$ cat config.mk
export PLATFORM = sky130hd
export DESIGN_NAME = cfg_strobe_port
export DESIGN_NICKNAME = d
export VERILOG_FILES = /design/src/rtl/cfgp_pkg.sv /design/src/rtl/cfgp_sync.sv /design/src/rtl/cfgp_strobe_dec.sv /design/src/rtl/cfgp_hold_buf.sv /design/src/rtl/cfg_strobe_port.sv
export SDC_FILE = /design/constraint.sdc
export NUM_CORES = 1
export LEC_CHECK = 0
export CAP_MARGIN = 20
export CORE_MARGIN = 5
export CORE_UTILIZATION = 59
export CTS_CLUSTER_DIAMETER = 60
export DETAILED_ROUTE_END_ITERATION = 6
export DONT_BUFFER_PORTS = 1
export GPL_TIMING_DRIVEN = 1
export PLACE_DENSITY = 0.75
export SLEW_MARGIN = 20
export SYNTH_ARGS = -nofsm -noshare
export SYNTH_HDL_FRONTEND = slang
export SYNTH_HIERARCHICAL = 1
export SYNTH_SLANG_ARGS = --single-unit
export TNS_END_PERCENT = 10
$ cat constraint.sdc
create_clock -name clk -period 1.3 [get_ports clk]
set_input_delay 0.26 -clock clk [delete_from_list [all_inputs] [get_ports clk]]
set_output_delay 0.26 -clock clk [all_outputs]
set_load 0.1 [all_outputs]
$ cat src/rtl/cfgp_pkg.sv
// Package for the configuration byte port.
// It holds the state type of the holding buffer and the reset level of the control lines.
// Assumes the control lines are bundled in the order {cs_lo_n, cs_hi, wr_n, rd_n}.
package cfgp_pkg;
    typedef enum logic {
        HB_EMPTY = 1'b0,
        HB_FULL  = 1'b1
    } hold_state_t;

    localparam int CTRL_W = 4;
    // Idle levels: deselected, with both strobes released
    localparam logic [CTRL_W-1:0] CTRL_IDLE = 4'b1011;
endpackage

$ cat src/rtl/cfgp_sync.sv
// Multi-flop synchronizer for a bundle of asynchronous lines.
// Each bit passes through STAGES flops, which reset to RESET_VAL.
// Assumes that a multi-bit bundle is held stable around each strobe edge, so skew between bits does not matter.
module cfgp_sync #(
    parameter int                WIDTH     = 1,
    parameter int                STAGES    = 2,
    parameter logic [WIDTH-1:0]  RESET_VAL = '0
) (
    input  logic             clk,
    input  logic             rst_n,
    input  logic [WIDTH-1:0] async_in,
    output logic [WIDTH-1:0] sync_out
);
    logic [WIDTH-1:0] stage_q [STAGES];

    genvar g;
    generate
        for (g = 0; g < STAGES; g++) begin : g_stage
            if (g == 0) begin : g_first
                // First flop: samples the asynchronous input
                always_ff @(posedge clk) begin
                    if (!rst_n) stage_q[g] <= RESET_VAL;
                    else        stage_q[g] <= async_in;
                end
            end else begin : g_next
                // Later flops: let metastability settle
                always_ff @(posedge clk) begin
                    if (!rst_n) stage_q[g] <= RESET_VAL;
                    else        stage_q[g] <= stage_q[g-1];
                end
            end
        end
    endgenerate

    assign sync_out = stage_q[STAGES-1];
endmodule

$ cat src/rtl/cfgp_strobe_dec.sv
// Decodes the synchronized chip selects and strobes.
// It produces a one-cycle write pulse on each new selected write and a level that marks an active status read.
// A write that is active blocks the read, so write wins a strobe conflict.
// Assumes all inputs are already synchronized to clk.
module cfgp_strobe_dec (
    input  logic clk,
    input  logic rst_n,
    input  logic cs_lo_n_s,
    input  logic cs_hi_s,
    input  logic wr_n_s,
    input  logic rd_n_s,
    output logic wr_fire,
    output logic rd_active
);
    logic selected;
    logic wr_act;
    logic wr_act_q;

    // Selection decode and strobe qualification
    always_comb begin
        selected  = !cs_lo_n_s && cs_hi_s;
        wr_act    = selected && !wr_n_s;
        rd_active = selected && !rd_n_s && wr_n_s;
    end

    // Remember the previous write level for edge detection
    always_ff @(posedge clk) begin
        if (!rst_n) wr_act_q <= 1'b0;
        else        wr_act_q <= wr_act;
    end

    assign wr_fire = wr_act && !wr_act_q;
endmodule

$ cat src/rtl/cfgp_hold_buf.sv
// Single-entry holding buffer with a valid/ready output side.
// A write pulse fills an empty buffer. A write pulse that meets a full buffer is dropped and sets the sticky overrun flag, even when the buffer drains in the same cycle.
// Assumes wr_fire is a one-cycle pulse.
module cfgp_hold_buf
    import cfgp_pkg::*;
#(
    parameter int DATA_W = 8
) (
    input  logic              clk,
    input  logic              rst_n,
    input  logic              wr_fire,
    input  logic [DATA_W-1:0] wr_data,
    output logic              out_valid,
    output logic [DATA_W-1:0] out_data,
    input  logic              out_ready,
    output logic              overrun
);
    hold_state_t       state_q;
    logic [DATA_W-1:0] data_q;
    logic              ovr_q;

    // Fill, drain and overrun tracking
    always_ff @(posedge clk) begin
        if (!rst_n) begin
            state_q <= HB_EMPTY;
            data_q  <= '0;
            ovr_q   <= 1'b0;
        end else begin
            case (state_q)
                HB_EMPTY: begin
                    if (wr_fire) begin
                        data_q  <= wr_data;
                        state_q <= HB_FULL;
                    end
                end
                HB_FULL: begin
                    if (out_ready) state_q <= HB_EMPTY;
                    if (wr_fire)   ovr_q   <= 1'b1;
                end
                default: state_q <= HB_EMPTY;
            endcase
        end
    end

    assign out_valid = (state_q == HB_FULL);
    assign out_data  = data_q;
    assign overrun   = ovr_q;
endmodule

$ cat src/rtl/cfg_strobe_port.sv
// Top level of the strobe-driven configuration byte port.
// It synchronizes the asynchronous bus lines, decodes strobes, buffers one byte and drives the status word during reads.
// Assumes that bus_in is stable while wr_n is low.
module cfg_strobe_port
    import cfgp_pkg::*;
#(
    parameter int DATA_W      = 8,
    parameter int SYNC_STAGES = 2
) (
    input  logic              clk,
    input  logic              rst_n,
    input  logic              cs_lo_n,
    input  logic              cs_hi,
    input  logic              wr_n,
    input  logic              rd_n,
    input  logic [DATA_W-1:0] bus_in,
    output logic [DATA_W-1:0] bus_out,
    output logic              bus_oe,
    output logic              byte_valid,
    output logic [DATA_W-1:0] byte_data,
    input  logic              byte_ready,
    output logic              overrun
);
    localparam int LOW_W = DATA_W - 1;

    logic [CTRL_W-1:0] ctrl_s;
    logic [DATA_W-1:0] data_s;
    logic              wr_fire;
    logic              rd_active;

    cfgp_sync #(.WIDTH(CTRL_W), .STAGES(SYNC_STAGES), .RESET_VAL(CTRL_IDLE)) u_ctrl_sync (
        .clk      (clk),
        .rst_n    (rst_n),
        .async_in ({cs_lo_n, cs_hi, wr_n, rd_n}),
        .sync_out (ctrl_s)
    );

    cfgp_sync #(.WIDTH(DATA_W), .STAGES(SYNC_STAGES), .RESET_VAL('0)) u_data_sync (
        .clk      (clk),
        .rst_n    (rst_n),
        .async_in (bus_in),
        .sync_out (data_s)
    );

    cfgp_strobe_dec u_dec (
        .clk       (clk),
        .rst_n     (rst_n),
        .cs_lo_n_s (ctrl_s[3]),
        .cs_hi_s   (ctrl_s[2]),
        .wr_n_s    (ctrl_s[1]),
        .rd_n_s    (ctrl_s[0]),
        .wr_fire   (wr_fire),
        .rd_active (rd_active)
    );

    cfgp_hold_buf #(.DATA_W(DATA_W)) u_buf (
        .clk       (clk),
        .rst_n     (rst_n),
        .wr_fire   (wr_fire),
        .wr_data   (data_s),
        .out_valid (byte_valid),
        .out_data  (byte_data),
        .out_ready (byte_ready),
        .overrun   (overrun)
    );

    // Status word: ready on the top bit, ones below; quiet when no read is active
    always_comb begin
        bus_oe  = rd_active;
        bus_out = '0;
        if (rd_active) bus_out = {!byte_valid, {LOW_W{1'b1}}};
    end
endmodule

---- Word level (Yosys, flattened, before mapping) ----
Memories as Yosys holds them, arrays and structs flattened. A register that Yosys moved wholly into a read port is not among the register bits.
Index checks and enable logic that the tools add are counted.
storage, ports and cells
  logic and storage cells ................. 33
  memory bits (writable) .................. 24
  output and inout bits ................... 19
  input port bits ......................... 15
  memories kept ........................... 2
  register bits ........................... 3
memories
  memory               depth  bits a word  read ports  clocked after Yosys merged registers in  wr ports  line             RTL
  u_data_sync.stage_q  2      8            2           1                                        2         cfgp_sync.sv:14  logic [WIDTH-1:0] stage_q [STAGES];
  u_ctrl_sync.stage_q  2      4            2           0                                        2         cfgp_sync.sv:14
operators by class
  mux-type cells .......................... 10
  bitwise logic cells ..................... 5
  reduce and logical (&&, ||, !) cells .... 13
operators with widths
  cell                             number
  2-to-1 mux 8 bit                 3
  2-to-1 mux 4 bit                 2
  zero test 1 bit                  6
  logical AND 1 bit                5
  2-to-1 mux 1 bit                 4
  bitwise OR 1 bit                 4
  AND reduction 2 bit              2
  case mux 1 bit (2 select lines)  1
  NOT 1 bit                        1

---- Longest topological paths before layout ----
Gate-level depths: netlist (run 1).
  depth after elaboration ................. 6
  gate-level depth with buffers ........... 4
  depth with buffers taken out ............ 3

---- Modules after synthesis ----
The synthesis (run 1) kept the hierarchy.
modules (own cells, without submodules)
  module                    area each (µm²)  sequential area each (µm²)  cells an instance  times used
  cfgp_sync at u_data_sync  446.7            320.3                       33                 1
  cfgp_hold_buf             400.4            200.2                       42                 1
  cfgp_sync at u_ctrl_sync  210.2            160.2                       16                 1
  cfg_strobe_port           66.3             0.0                         8                  1
  cfgp_strobe_dec           60.1             20.0                        4                  1

---- Least setup slack after synthesis (run 1) ----
No wires, ideal clock.
  kind .................................... reg-to-output
  from .................................... memory u_ctrl_sync/stage_q[1][3] (netlist name)
  to ...................................... output port bus_out[7]
  setup slack ............................. -0.662 ns
  path buffers ............................ 0
  arrival ................................. 1.702 ns
  data required time ...................... 1.040 ns
  cell stages (with the launch flop) ...... 3
  cells stage by stage .................... dfxtp_1 > and4bb_2 > nor2b_4
RTL lines
  item         line                   RTL
  from (decl)  cfgp_sync.sv:14
  to (decl)    cfg_strobe_port.sv:17  output logic [DATA_W-1:0] bus_out,

==> run metrics, run 1 <==
first-pass GRT wire length 2.39 mm; Crit path largest cell delay between 0.3 and 0.4 ns; max_cap viols 0; # DRC 0; Die Y ~55 µm; io pins 34; fin crit share 129%; routed length on met2 a little under 700 µm; antenna violations before repair 0; Final Max Slew Viols 0; final wirelength about 1.6 mm; Clock Sinks 35; DR vias/cell between 4 and 5; Clock Latency Late Sink between 0.3 and 0.4 ns; failing checks negative setup slack; Worst slew margin 80.5%; Core ar. around 1900 µm²; FF-to-FF setup slack -0.13 ns; area leader, netlist dfxtp_1; post-route ant nets 0; total track usage 12.0%; Setup CP Type flip-flop to output pin; Post-DP HPWL between 1 and 1.5 mm; Seq/Total Area, Yosys 59.2%; Worst VDD drop about 1300 µV; TritonCTS clock tree yes; synth warn 6; Mapped Avg Cell Area between 10 and 15 µm²; GP Congestion about 0.7; FMAX 598 MHz; layout cells sized above 1 a little over a third; cells after synthesis between 100 and 150; CTS H-tree lvls 2; Slowest-stage cell, CP buf_16; die width between 50 and 60 µm; Die ar. about 3000 µm²; WL met1 714 µm; CP Capture Type output pin; Tmin final between 1.5 and 2 ns; Final setup viols 17; P per Cell Area roughly 1300 nW/µm²; clk_skew 0.0108 ns; Clk pin slew, worst setup/hold paths around 0.090 ns; CP Max Fanout 4; Yosys cell types 15; # fillers around 150; worst path arrival time about 1.4 ns; largest net degree at the start of global routing 44; final hold violations 0; most frequent cells in the layout dfxtp_1, nand2_1, buf_4, and2_2, mux2i_1; root buffer cell clkbuf_4; worst-margin pin slew ~0.29 ns; Synth Net Count ~120; final setup margin -0.371 ns; Hold WS around 0.012 ns; RSZ-0062 raised after global routing yes; Syn-to-layout area delta 20.0%; Largest delay share family, worst path buffers and inverters; number of DRC markers in iteration 0 1; register area approximately 710 µm²; Avg WL per Cell 10.8 µm; crit start category flip-flop; #FFs+latches synth 35; GRT overflow 0; via count about 660; Cell Area, Synth 1180 µm²; site row count 16; status finished with violations; Starting Density between 60% and 70%; Antenna Cells 0; First-pass DRT Iterations 4; Data required, critical path between 1 and 1.5 ns; P_leak around 0.57 nW; Final Util 73.1%; Worst Path Buf+Inv 1; vias in the first global route between 500 and 600; top area cells in the synthesized netlist dfxtp_1, and2_2, mux2i_1; crit path cell chain and4bb_4, buf_16; # port buffers 0; post-synth top area share about 59%; top layer in use met4; Clock Tree Buf Depth 2; multi-input logic area roughly 400 µm²; TritonCTS Buffers 5; commonest non-fill, non-tap cell in the layout dfxtp_1; class of the worst hold path primary input to flip-flop; Nets ~130; DR WL met3 approximately 170 µm
[through the flow]
| stage | TNS, ns | instance area, µm² | std cells | power (mW) | setup slack (ns) |
|---|---|---|---|---|---|
| floorplan | -3.94 | 1190 | 103 | 1.19 | -0.451 |
| global placement | -0.229 | 1310 | 135 | 1.18 | -0.0434 |
| detailed placement | -0.501 | 1310 | 135 | 1.18 | -0.0665 |
| CTS | -4.53 | 1410 | 145 | 1.81 | -0.415 |
| global route | -4.86 | 1420 | 145 | 1.84 | -0.421 |
| finish | -4.12 | 1420 | 145 | 1.78 | -0.371 |
[registers in the layout, indices dropped and copies added, names as in the netlist]
register / count
u_dec/wr_act_q: 1
u_buf/overrun: 1
u_buf/out_data: 8
u_buf/out_valid: 1
u_data_sync/stage_q: 16
u_ctrl_sync/stage_q: 8
[cell type report]
type / count / area share, %
Tap cell: 27 / 2.38
Clock buffer: 8 / 4.85
Multi-Input combinational cell: 57 / 28.3
Timing Repair Buffer: 18 / 14.8
Sequential cell: 35 / 49.7
[metal layers]
layer,GRT usage (%),vias to the layer above
li1,-,349
met1,14.6,280
met2,16.1,26
met3,8.17,2
met4,4.98,0
met5,0,-
[what timing repair did]
action / CTS / global route
endpoints found under the setup margin: 18 / 18
hold buffers: 1 / 0
buffers inserted: 1 / 0
hold endpoints to repair: 1 / 0
resized for setup: 5 / 2
pin swaps: 1 / 1
[cell families after synthesis]
family | share of synthesized area, %
flip-flops | 59.2
AO/OA/AOI/OAI | 1.27
buffers and inverters | 7.61
AND/OR/NAND/NOR | 25.2
multiplexers | 6.77
[report_power, final]
| group | internal [mW] | switching (mW) | leakage [nW] |
|---|---|---|---|
| clock network | 0.318 | 0.307 | 0.0386 |
| logic | 0.0307 | 0.0152 | 0.240 |
| registers | 1.10 | 0.00824 | 0.288 |
| total | 1.45 | 0.331 | 0.566 |
[Yosys cell counts (all sizes together)]
library cell and count:
and2 18, mux2i 8, nor2b 3, nand2 17, a21oi 1, and4bb 2
buf 11, nor4b 1, nand2b 6, o211a 1, dfxtp 35
[worst paths after layout]
path / from / to / depth (start not counted)
max: u_ctrl_sync/stage_q[1][3]$_SDFF_PN1_ / bus_out[1] / 2
min: rst_n / u_ctrl_sync/stage_q[1][1]$_SDFF_PN1_ / 1
max reg2reg: u_ctrl_sync/stage_q[1][3]$_SDFF_PN1_ / u_buf/out_data[2]$_SDFFE_PN0P_ / 5
min reg2reg: u_ctrl_sync/stage_q[0][1]$_SDFF_PN1_ / u_ctrl_sync/stage_q[1][1]$_SDFF_PN1_ / 1
(Power assumes the default switching activity.)
==> run 2, diff against run 1 <==
--- a/config.mk
+++ b/config.mk
@@ -6,7 +6,6 @@
 export NUM_CORES = 1
 export LEC_CHECK = 0
 export CAP_MARGIN = 20
-export CORE_MARGIN = 5
 export CORE_UTILIZATION = 59
 export CTS_CLUSTER_DIAMETER = 60
 export DETAILED_ROUTE_END_ITERATION = 6
==> constraint.sdc (replaced) <==
create_clock -name clk -period 1.75 [get_ports clk]
set_input_delay 0.35 -clock clk [delete_from_list [all_inputs] [get_ports clk]]
set_output_delay 0.35 -clock clk [all_outputs]
set_load 0.1 [all_outputs]
==> run 2 against run 1 <==
The run still ends with negative setup slack left. Sequential cell count did not move. Sequential share of layout area rose by 3.0 points. Global-route usage rose by 4.3 points. Total power fell by 30%. Final cell count fell by 4.8%. Critical path depth did not move. Register-to-register slack improved by 0.32 ns. Final area fell by 6.1%. Die area fell by 27%. Wire length fell by 4.4%. Critical path type unchanged.
==> run metrics, run 2 (same netlist as run 1, synthesis figures left out) <==
final wirelength roughly 1.5 mm; antenna violations before repair 0; Clock Tree Buf Depth 2; Hold Path Cell Cnt 1; Nets between 100 and 150; failing checks negative setup slack; R2R cell count 3; most frequent cells in the layout dfxtp_1, nand2_1, and2_2; post-route ant nets 0; CP Capture Type output pin; First-pass DRT Iterations 2; status finished with violations; site row count 15; fin crit share 102%; CP Max Fanout 4; number of DRC markers in iteration 0 4; Setup CP Type flip-flop to output pin; WL met1 around 690 µm; FF-to-FF setup slack ~0.19 ns; final hold violations 0; Final Instance Area 1330 µm²; Worst VDD drop around 820 µV; layout cells sized above 1 a little over a third; class of the worst hold path primary input to flip-flop; Crit. path cell count 2; largest net degree at the start of global routing 44; Clock Latency Late Sink 0.31 ns; CTS H-tree lvls 2; worst path arrival time roughly 1.4 ns; total track usage 16.3%; Largest delay share family, worst path simple AND/OR/NAND/NOR gates; Tmin final 1.79 ns; root buffer cell clkbuf_4; FMAX 560 MHz; Starting Density between 60 and 70%; Worst Path Buf+Inv 1; Die ar. roughly 2200 µm²; io pins 34; Hold Buf Count CTS 0; die width roughly 47 µm; RSZ-0062 raised after global routing yes; # DRC 0; DR WL met3 ~120 µm; via count 628; Core ar. roughly 1800 µm²; Largest Register u_data_sync/stage_q; Avg WL per Cell ~11 µm; Hold Path End u_ctrl_sync/stage_q[1][1]$_SDFF_PN1_; P_leak ~0.53 nW; Final setup viols 9; Clock Sinks 35; Die Y approximately 47 µm; P per Cell Area between 900 and 1000 nW/µm²; Post-DP Area roughly 1300 µm²; # port buffers 0; top layer in use met4; Syn-to-layout area delta 12.7%; crit start category flip-flop; worst-margin pin slew about 0.5 ns; crit path cell chain and4bb_4, buf_16; Antenna Cells 0; GP Congestion 0.714; reg2reg end u_buf/out_data[0]$_SDFFE_PN0P_; Final Max Slew Viols 0; first-pass GRT wire length between 2 and 2.5 mm; routed length on met2 about 680 µm; TritonCTS Buffers 5; Final Util about three quarters; Data required, critical path between 1 and 1.5 ns; GRT overflow 0; max reg flops 16; clk_skew about 0.0063 ns; TritonCTS clock tree yes; vias in the first global route 579; Slowest-stage cell, CP and4bb_4; Clk pin slew, worst setup/hold paths roughly 0.10 ns; Crit path largest cell delay 0.41 ns; Inst Count DP 130; max_cap viols 0; Post-Layout Cell Count 138; Reg-to-Reg Start u_ctrl_sync/stage_q[1][3]$_SDFF_PN1_; Worst slew margin roughly two thirds; DR vias/cell between 4 and 5; hold_sp rst_n; final setup margin -0.0365 ns; commonest non-fill, non-tap cell in the layout dfxtp_1
-- run 2: what timing repair did --
| item | CTS | global route |
|---|---|---|
| setup buffers | 0 | 0 |
| setup endpoints to repair | 9 | 9 |
| resized for setup | 1 | 2 |
-- run 2: layout make-up --
| class | instances | area [µm²] |
|---|---|---|
| multi-input combinational | 57 | 397 |
| tap | 25 | 31.3 |
| fill | 149 | 468 |
| clock inverter | 3 | 15.0 |
| timing repair buffer | 13 | 150 |
| sequential | 35 | 703 |
| clock buffer | 5 | 37.5 |
-- run 2: worst reg2reg max path, cell delays in order (launching register included) --
cell and delay (ns):
dfxtp_2 0.34, nor4b_2 0.35, nor2b_2 0.52, mux2i_1 0.27
-- run 2: stage by stage --
stage	TNS (ns)	worst slack (ns)	hold slack, ns	power [mW]
5_1_grt	-0.667	-0.0779	0.0822	1.31
2_1_floorplan	-0.0905	-0.0905	0.386	0.882
3_5_place_dp	0	0.230	0.396	0.876
6_report	-0.280	-0.0365	0.105	1.24
3_3_place_gp	0	0.302	0.397	0.875
4_1_cts	-0.461	-0.0559	0.0944	1.25
-- run 2: where the power goes --
part	switching (mW)	internal, mW
combinational	0.00990	0.0189
sequential	0.00681	0.822
clock	0.236	0.149
-- run 2: worst max path at each step --
stage / from / to / slack (ns)
floorplan: u_ctrl_sync/stage_q[1][3]$_SDFF_PN1_ / bus_out[7] / -0.09
global placement: u_ctrl_sync/stage_q[1][3]$_SDFF_PN1_ / u_buf/out_data[1]$_SDFFE_PN0P_ / 0.30
detailed placement: u_ctrl_sync/stage_q[1][3]$_SDFF_PN1_ / u_buf/out_data[0]$_SDFFE_PN0P_ / 0.23
CTS: u_ctrl_sync/stage_q[1][0]$_SDFF_PN1_ / bus_out[5] / -0.06
global route: u_ctrl_sync/stage_q[1][0]$_SDFF_PN1_ / bus_out[0] / -0.08
finish: u_ctrl_sync/stage_q[1][0]$_SDFF_PN1_ / bus_out[5] / -0.04
-- run 2: metal layers --
metal	up-vias	track usage [%]
met5	-	0
li1	335	-
met2	28	24.4
met3	3	8.85
met1	262	19.5
met4	0	6.86
